[src/rtl/i2c_cmd_pkg.sv]
package i2c_cmd_pkg;
  typedef enum logic [2:0] {
    OP_NONE    = 3'd0,
    OP_START   = 3'd1,
    OP_RESTART = 3'd2,
    OP_STOP    = 3'd3,
    OP_WRITE   = 3'd4,
    OP_READ    = 3'd5
  } op_e;

  typedef enum logic [1:0] {
    ST_IDLE,
    ST_COND,
    ST_BYTE
  } st_e;
endpackage

[src/rtl/i2c_line_sync.sv]
module i2c_line_sync #(
  parameter int unsigned WIDTH  = 2,
  parameter int unsigned STAGES = 2
) (
  input  logic             clk,
  input  logic             rst,
  input  logic [WIDTH-1:0] d,
  output logic [WIDTH-1:0] q
);
  for (genvar i = 0; i < WIDTH; i++) begin : g_line
    logic [STAGES-1:0] sh;
    always_ff @(posedge clk) begin
      if (rst) sh <= '1;
      else     sh <= {sh[STAGES-2:0], d[i]};
    end
    assign q[i] = sh[STAGES-1];
  end
endmodule

[src/rtl/i2c_quarter_tick.sv]
module i2c_quarter_tick #(
  parameter int unsigned QUARTER = 500
) (
  input  logic clk,
  input  logic rst,
  input  logic run,
  input  logic hold,
  output logic tick
);
  localparam int unsigned CW = (QUARTER > 1) ? $clog2(QUARTER) : 1;

  logic [CW-1:0] cnt;
  logic          last;

  assign last = (cnt == CW'(QUARTER - 1));

  always_ff @(posedge clk) begin
    if (rst || !run)  cnt <= '0;
    else if (!hold)   cnt <= last ? '0 : cnt + 1'b1;
  end

  assign tick = run && !hold && last;
endmodule

[src/rtl/i2c_cmd_master.sv]
module i2c_cmd_master
  import i2c_cmd_pkg::*;
#(
  parameter int unsigned CLK_HZ      = 200_000_000,
  parameter int unsigned SCL_HZ      = 100_000,
  parameter int unsigned BYTE_W      = 8,
  parameter int unsigned SYNC_STAGES = 2
) (
  input  logic              clk,
  input  logic              rst,
  input  logic              cmd_valid,
  input  logic [2:0]        cmd_op,
  input  logic [BYTE_W-1:0] tx_byte,
  input  logic              rx_ack_en,
  output logic              busy,
  output logic              done,
  output logic [BYTE_W-1:0] rx_byte,
  output logic              slave_nack,
  input  logic              scl_i,
  input  logic              sda_i,
  output logic              scl_oe,
  output logic              sda_oe
);
  localparam int unsigned Q_RAW   = CLK_HZ / (4 * SCL_HZ);
  localparam int unsigned QUARTER = (Q_RAW < 1) ? 1 : Q_RAW;
  localparam int unsigned BIT_W   = $clog2(BYTE_W + 1);
  localparam logic [BIT_W-1:0] LAST_BIT = BIT_W'(BYTE_W);

  st_e               state;
  op_e               op_q;
  logic [1:0]        phase;
  logic [BIT_W-1:0]  bitn;
  logic [BYTE_W-1:0] txq, shq;
  logic              ackq, ack_cap;
  logic [1:0]        lines_s;
  logic              scl_s, sda_s, hold, step, op_ok;

  i2c_line_sync #(.WIDTH(2), .STAGES(SYNC_STAGES)) u_sync (
    .clk(clk), .rst(rst), .d({sda_i, scl_i}), .q(lines_s)
  );
  assign scl_s = lines_s[0];
  assign sda_s = lines_s[1];

  // freeze the phase timer while a released SCL still reads low
  assign hold = (state != ST_IDLE) && !scl_oe && !scl_s;

  i2c_quarter_tick #(.QUARTER(QUARTER)) u_tick (
    .clk(clk), .rst(rst), .run(state != ST_IDLE), .hold(hold), .tick(step)
  );

  assign busy  = (state != ST_IDLE);
  assign op_ok = (cmd_op >= 3'd1) && (cmd_op <= 3'd5);

  always_ff @(posedge clk) begin
    if (rst) begin
      state      <= ST_IDLE;
      op_q       <= OP_NONE;
      phase      <= 2'd0;
      bitn       <= '0;
      txq        <= '0;
      shq        <= '0;
      ackq       <= 1'b0;
      ack_cap    <= 1'b0;
      scl_oe     <= 1'b0;
      sda_oe     <= 1'b0;
      done       <= 1'b0;
      rx_byte    <= '0;
      slave_nack <= 1'b0;
    end else begin
      done <= 1'b0;
      unique case (state)
        ST_IDLE: if (cmd_valid && op_ok) begin
          op_q  <= op_e'(cmd_op);
          phase <= 2'd0;
          bitn  <= '0;
          txq   <= tx_byte;
          ackq  <= rx_ack_en;
          unique case (op_e'(cmd_op))
            OP_STOP:  begin state <= ST_COND; sda_oe <= 1'b1; end
            OP_WRITE: begin state <= ST_BYTE; sda_oe <= ~tx_byte[BYTE_W-1]; end
            OP_READ:  begin state <= ST_BYTE; sda_oe <= 1'b0; end
            default:  begin state <= ST_COND; sda_oe <= 1'b0; end
          endcase
        end
        ST_COND: if (step) begin
          phase <= phase + 2'd1;
          unique case (phase)
            2'd0: scl_oe <= 1'b0;
            2'd1: sda_oe <= (op_q != OP_STOP);
            2'd2: if (op_q != OP_STOP) scl_oe <= 1'b1;
            default: begin state <= ST_IDLE; done <= 1'b1; end
          endcase
        end
        ST_BYTE: if (step) begin
          phase <= phase + 2'd1;
          unique case (phase)
            2'd0: scl_oe <= 1'b0;
            2'd1: if (bitn == LAST_BIT) ack_cap <= sda_s;
                  else shq <= {shq[BYTE_W-2:0], sda_s};
            2'd2: scl_oe <= 1'b1;
            default: begin
              if (bitn == LAST_BIT) begin
                state <= ST_IDLE;
                done  <= 1'b1;
                if (op_q == OP_READ) rx_byte <= shq;
                else                 slave_nack <= ack_cap;
              end else begin
                bitn <= bitn + 1'b1;
                txq  <= {txq[BYTE_W-2:0], 1'b0};
                if (bitn == LAST_BIT - 1'b1) sda_oe <= (op_q == OP_READ) && ackq;
                else                         sda_oe <= (op_q == OP_WRITE) && !txq[BYTE_W-2];
              end
            end
          endcase
        end
        default: state <= ST_IDLE;
      endcase
    end
  end

  assert_accept_R2: assert property (@(posedge clk) disable iff (rst)
    (cmd_valid && !busy && op_ok) |=> busy);
  assert_start_edge_R3: assert property (@(posedge clk) disable iff (rst)
    ($rose(sda_oe) && state == ST_COND && op_q != OP_STOP) |-> (scl_s && !scl_oe));
  assert_stop_release_R4: assert property (@(posedge clk) disable iff (rst)
    (done && op_q == OP_STOP) |-> (!scl_oe && !sda_oe));
  assert_sda_scl_low_R5: assert property (@(posedge clk) disable iff (rst)
    (state == ST_BYTE && $past(state == ST_BYTE) && sda_oe != $past(sda_oe))
      |-> (scl_oe && $past(scl_oe)));
  assert_stretch_wait_R8: assert property (@(posedge clk) disable iff (rst)
    hold |=> $stable(phase));
  assert_done_pulse_R9: assert property (@(posedge clk) disable iff (rst)
    done |=> !done);
endmodule

[config.mk]
export PLATFORM = sky130hd
export DESIGN_NAME = i2c_cmd_master
export DESIGN_NICKNAME = d
export VERILOG_FILES = /design/src/rtl/i2c_cmd_pkg.sv /design/src/rtl/i2c_line_sync.sv /design/src/rtl/i2c_quarter_tick.sv /design/src/rtl/i2c_cmd_master.sv
export SDC_FILE = /design/constraint.sdc
export NUM_CORES = 1
export LEC_CHECK = 0
export BUFFER_PORTS_ARGS = -buffer_cell sky130_fd_sc_hd__buf_2
export CELL_PAD_IN_SITES_DETAIL_PLACEMENT = 0
export CELL_PAD_IN_SITES_GLOBAL_PLACEMENT = 1
export CORE_MARGIN = 5
export CORE_UTILIZATION = 40
export CTS_CLUSTER_SIZE = 10
export DETAILED_ROUTE_END_ITERATION = 16
export PLACE_DENSITY_LB_ADDON = 0.1
export SLEW_MARGIN = 25
export SYNTH_ARGS = -nofsm -noshare
export SYNTH_HDL_FRONTEND = slang
export SYNTH_SLANG_ARGS = --single-unit
[constraint.sdc]
create_clock -name clk -period 1.9 [get_ports clk]
set_input_delay 0.095 -clock clk [delete_from_list [all_inputs] [get_ports clk]]
set_output_delay 0.095 -clock clk [all_outputs]
set_load 0.01 [all_outputs]
Word-level counts from Yosys, hierarchy flattened

Index checks and enable logic that the tools add are counted.

Multiplexer cells: 43
$lt $le $gt $ge: 2
$add $sub $neg: 3
Reduce and logical (&&, ||, !) cells: 34
Bitwise gates (word level): 4
Equality and inequality tests: 25

Operator list:

| cell                  | count |
|---|---|
| $mux W7               | 4 |
| $mux W2               | 9 |
| $mux W4               | 4 |
| $ne A2 B2 Y1 const B  | 8 |
| $mux W1               | 15 |
| $reduce_and A5 Y1     | 3 |
| $pmux W7 S2           | 1 |
| $eq A3 B3 Y1 const B  | 4 |
| $reduce_and A6 Y1     | 2 |
| $pmux W1 S2           | 5 |
| $add A9 B1 Y9 const B | 1 |
| $eq A9 B9 Y1 const B  | 1 |
| $mux W9               | 1 |
| $ne A3 B3 Y1 const B  | 3 |
| $logic_and A1 B1 Y1   | 8 |
| $pmux W4 S2           | 1 |
| $reduce_and A4 Y1     | 2 |
| $reduce_bool A2 Y1    | 4 |
| $reduce_and A7 Y1     | 1 |
| $pmux W2 S3           | 1 |
| $logic_not A1 Y1      | 5 |
| $add A4 B1 Y4 const B | 1 |
| $eq A2 B1 Y1 const B  | 2 |
| $eq A2 B2 Y1 const B  | 2 |
| 18 further kinds      | 23 |

Output and inout bits: 13
Register bits: 53
Logic and storage cells: 127
Input port bits: 17

Longest topological paths before layout

Depth in word-level cells: 8
Gate-level depth with buffers: 8
Gate-level depth less buffers: 6

Hierarchy

From an unflattened synthesis, not the netlist that was laid out.

Cell total of the unflattened synthesis: 277
Area total of the unflattened synthesis: 2660.1 um^2

By module, submodules not included:

| module           | seq. area each (um^2) | cells an instance | area each (um^2) | instances |
|---|---|---|---|---|
| i2c_cmd_master   | 800.8                 | 214               | 2054.5           | 1 |
| i2c_quarter_tick | 180.2                 | 53                | 485.5            | 1 |
| i2c_line_sync    | 80.1                  | 10                | 120.1            | 1 |

Worst setup path before layout

OpenSTA, ideal clock, no wires.

Path type: flip-flop to flip-flop
Start: register state[0]
End: register txq[0]
Data required time: 1828 ps
Path buffers: 2
Clock period less this slack: 1939 ps
Path slack: -39 ps
Data arrival time: 1867 ps
Setup time: 72 ps
Cell stages (with the launch flop): 9
Cells stage by stage: dfxtp_1 inv_1 ha_1 o31a_1 buf_2 and4_1 a21boi_0 buf_2 mux2i_1

Word-level cells in the longest chain between the ends: 8
Elaborated cells on any way between the ends: 15
Those cells by class: eq/ne (5); mux (1); reduce/logical (9)

Ends and longest elaborated chain:

| what                               | RTL line                                   | text |
|---|---|---|
| start: declaration                 | i2c_cmd_master.sv:29                       | `st_e state;` |
| start signal: assignment           | i2c_cmd_master.sv:56                       | `state <= ST_IDLE;` |
| start signal: assignment           | i2c_cmd_master.sv:79                       | `OP_STOP: begin state <= ST_COND; sda_oe <= 1'b1; end` |
| start signal: assignment           | i2c_cmd_master.sv:80                       | `OP_WRITE: begin state <= ST_BYTE; sda_oe <= ~tx_byte[BYTE_W-1]; end` |
| $reduce_bool A2 Y1                 | i2c_cmd_master.sv:45, i2c_cmd_master.sv:48 |  |
| $logic_and A1 B1 Y1 (2 in a row)   | i2c_cmd_master.sv:45                       | `assign hold = (state != ST_IDLE) && !scl_oe && !scl_s;` |
| $logic_not A1 Y1                   | -                                          |  |
| $logic_and A1 B1 Y1 (2 in a row)   | i2c_quarter_tick.sv:22                     | `assign tick = run && !hold && last;` |
| $ne A2 B2 Y1 (no source line)      | -                                          |  |
| $reduce_and A5 Y1 (no source line) | -                                          |  |
| end signal: assignment             | i2c_cmd_master.sv:76                       | `txq <= tx_byte;` |
| end signal: assignment             | i2c_cmd_master.sv:109                      | `txq <= {txq[BYTE_W-2:0], 1'b0};` |
| end: declaration                   | i2c_cmd_master.sv:33                       | `logic [BYTE_W-1:0] txq, shq;` |

Several ways; a longest one is shown, not always the timed one.
A chain may end at the register's enable or synchronous reset.

Final worst setup path

Start: register state[0]
End: register txq[6]

Same word-level chain as after synthesis.

==> flow_summary.toml <==
[run_status]
status = "complete, no violations"

[timing]
finalSetupViolations = 0
tightest_slew_ns = 0.632
post-route-min-period_ns = 1.87
fin_tns_setup_ns = 0
worst_slack_ns = 0.0318
slew_headroom = 0.575
hold_violations = 0
whs_ns = 0.00478
fmax_mhz = 535
slew_violations = 0
rsz0062_at_grt = "yes"
fin_skew_ns = 0.00968
finalCritPeriodShare = 0.983

[floorplanning]
die_area_sq_um = 8600
die_w_um = 92.7
initial_utilization = 0.407
rows = 30
core_region_area_sq_um = 6720
die_h_um = 92.7
io_pins = 30

[power]
vdd_drop_max_v = 0.000406
p_sw_frac = 0.316
powerDensity_nw_per_um2 = 789
finalPower_mw = 2.80
p_comb_frac = 0.329
power.internal_mw = 1.91
p_leak_nw = 1.51
pwr-share-seq = 0.436
p_switching_uw = 885
clkPwrFrac = 0.235

[worst_hold_path]
hp-class = "in2reg"

[logic_synthesis]
yosys.area.top_type = "dfxtp_1"
yosys_warnings = 0
synth_area_sq_um = 2740
ys.flop_type = "dfxtp_1"
synth_cells = 305
synth_seq_cells = 53
synth-edff-count = 0
avgSynthCellArea_sq_um = 8.98
netlist_top_cells_area = "dfxtp_1 39%, mux2i_1 8.0%, nand2_1 5.9%, ha_1 5.0%, nand3_1 3.1%"
async_flop_share = 0
syn_nets = 333
synth_seq_area_share = 0.388
synth_top_area_frac = 0.388
synth_cell_types = 55

[routing]
wl_um = 6650
vias = 2413
wl_per_cell_um = 14.4
drc = 0
ant_nets = 0
dr.pass1.iters = 4
drt_iter0_drc = 150
vias_per_cell = 5.23

[global_route]
grt-ovfl-total = 0
grt_pass1_wl_um = 11300
antenna_found_initial = 0
grt_max_degree = 26
grt_use_total = 0.160
grt_pass1_vias = 2266

[cts]
cts_tree = "done"
clockRootBuffer = "clkbuf_8"
cts_buffers = 5
clock_latency_ns = 0.31
cts_max_level = 2
cts_buffer_depth = 2
path_clk_slew_ns = 0.10
cts_sinks = 53

[place]
pre_cts_ws_ns = -0.206
io_buffers = 29
dp_hpwl_um = 4690
dp_cells = 439
gp_congestion = 0.807

[critical_path]
crit_path_end_kind = "flop"
path_class = "reg2reg"
required_ns = 2.15
worstPathMaxFanout = 5
startpoint_type = "flop"
cp.arrival_ns = 2.11

[final_layout]
finalNonFillerCells = 461
layout.nets = 408
antenna_cells = 0
nFillCells = 644
area_delta_synth_final_pct = 29.6
multi_input_area_sq_um = 1650
layout_common_cells = "49 x dfxtp_1, 42 x nand2_1, 42 x buf_4"
regArea_sq_um = 1070
drive_above_1_share = 0.339
final_common_cell = "dfxtp_1"

[job]
drv_cap = 0
## layer usage
layer  GRT usage  vias up  part of all wire
li1            -     1237                 -
met1       0.221     1125              0.49
met2       0.252       44              0.46
met3      0.0341        7             0.038
met4      0.0464        0             0.015
met5           0        -                 0
## cell families after synthesis
logic type      count (synthesis)  synth area share
xor+xnor                        8            0.0256
simple gates                  129             0.258
flops                          53             0.388
buf+inv                        26            0.0535
compound gates                 50             0.120
fa+ha+maj                      11            0.0503
mux                            28             0.105
## layout make-up
cell class              count  area share
clock inverters             3     0.00635
inverters                  11      0.0116
multi-input cells         226       0.465
repair buffers             83       0.169
flip-flops and latches     53       0.300
clock buffers               5      0.0194
well taps                  80      0.0282
## cell usage after synthesis, drive strengths merged, types with 3 or more instances
library cell and instances:
a21oi 13, a31oi 3, and4 3, buf 6
clkbuf 9, dfxtp 53, ha 11, inv 11
mux2 6, mux2i 22, nand2 43, nand3 17
nand3b 4, nand4 8, nor2 17, nor2b 5
nor3 7, o21ai 12, o31ai 4, or2 6
xnor2 4, xor2 4
## critical path: stages, from the launching register on
cell      delay [ns]
dfxtp_2         0.35
inv_2           0.05
ha_4            0.17
buf_6           0.12
o31a_1          0.32
and4_4          0.21
a21boi_2        0.21
buf_6           0.17
mux2i_1         0.19
## worst paths after layout
kind / from / to / slack (ns) / cells past startpoint
min: rx_ack_en / ackq / 0.005 / 3
max reg2reg: state[0] / txq[6] / 0.03 / 8
max: state[0] / txq[6] / 0.03 / 8
min reg2reg: u_sync.g_line[0].sh[0] / u_sync.g_line[0].sh[1] / 0.42 / 1
## state kept, by name, summed over array words and instances (netlist names), 2 cells and up
name	flops
op_q	3
u_sync.g_line.sh	4
bitn	4
phase	2
shq	8
rx_byte	8
u_tick.cnt	9
state	2
txq	7
## metrics by stage
step | instance area [sq um] | utilization
after floorplan | 2750 | -
after global placement | 3200 | 0.477
after detailed placement | 3200 | 0.477
after CTS | 3410 | 0.507
after global routing | 3550 | 0.528
final | 3550 | 0.528
## power groups by stage
stage	Combinational (mW)	Sequential, mW	Clock [mW]
6_report	0.921	1.22	0.658
4_1_cts	0.809	1.22	0.680
5_1_grt	1.01	1.23	0.729
3_3_place_gp	0.715	1.24	0
2_1_floorplan	0.461	1.25	0
3_5_place_dp	0.718	1.24	0
## timing repair
item                       4_1_cts  5_1_grt
cloned                           1        0
hold buffers                     3        0
setup endpoints to repair       26       18
pin swaps                        6        7
hold endpoints to repair         3        0
resized for setup               20       17
buffers inserted                 1        9
Note: power is estimated with default switching activity, not from simulation.
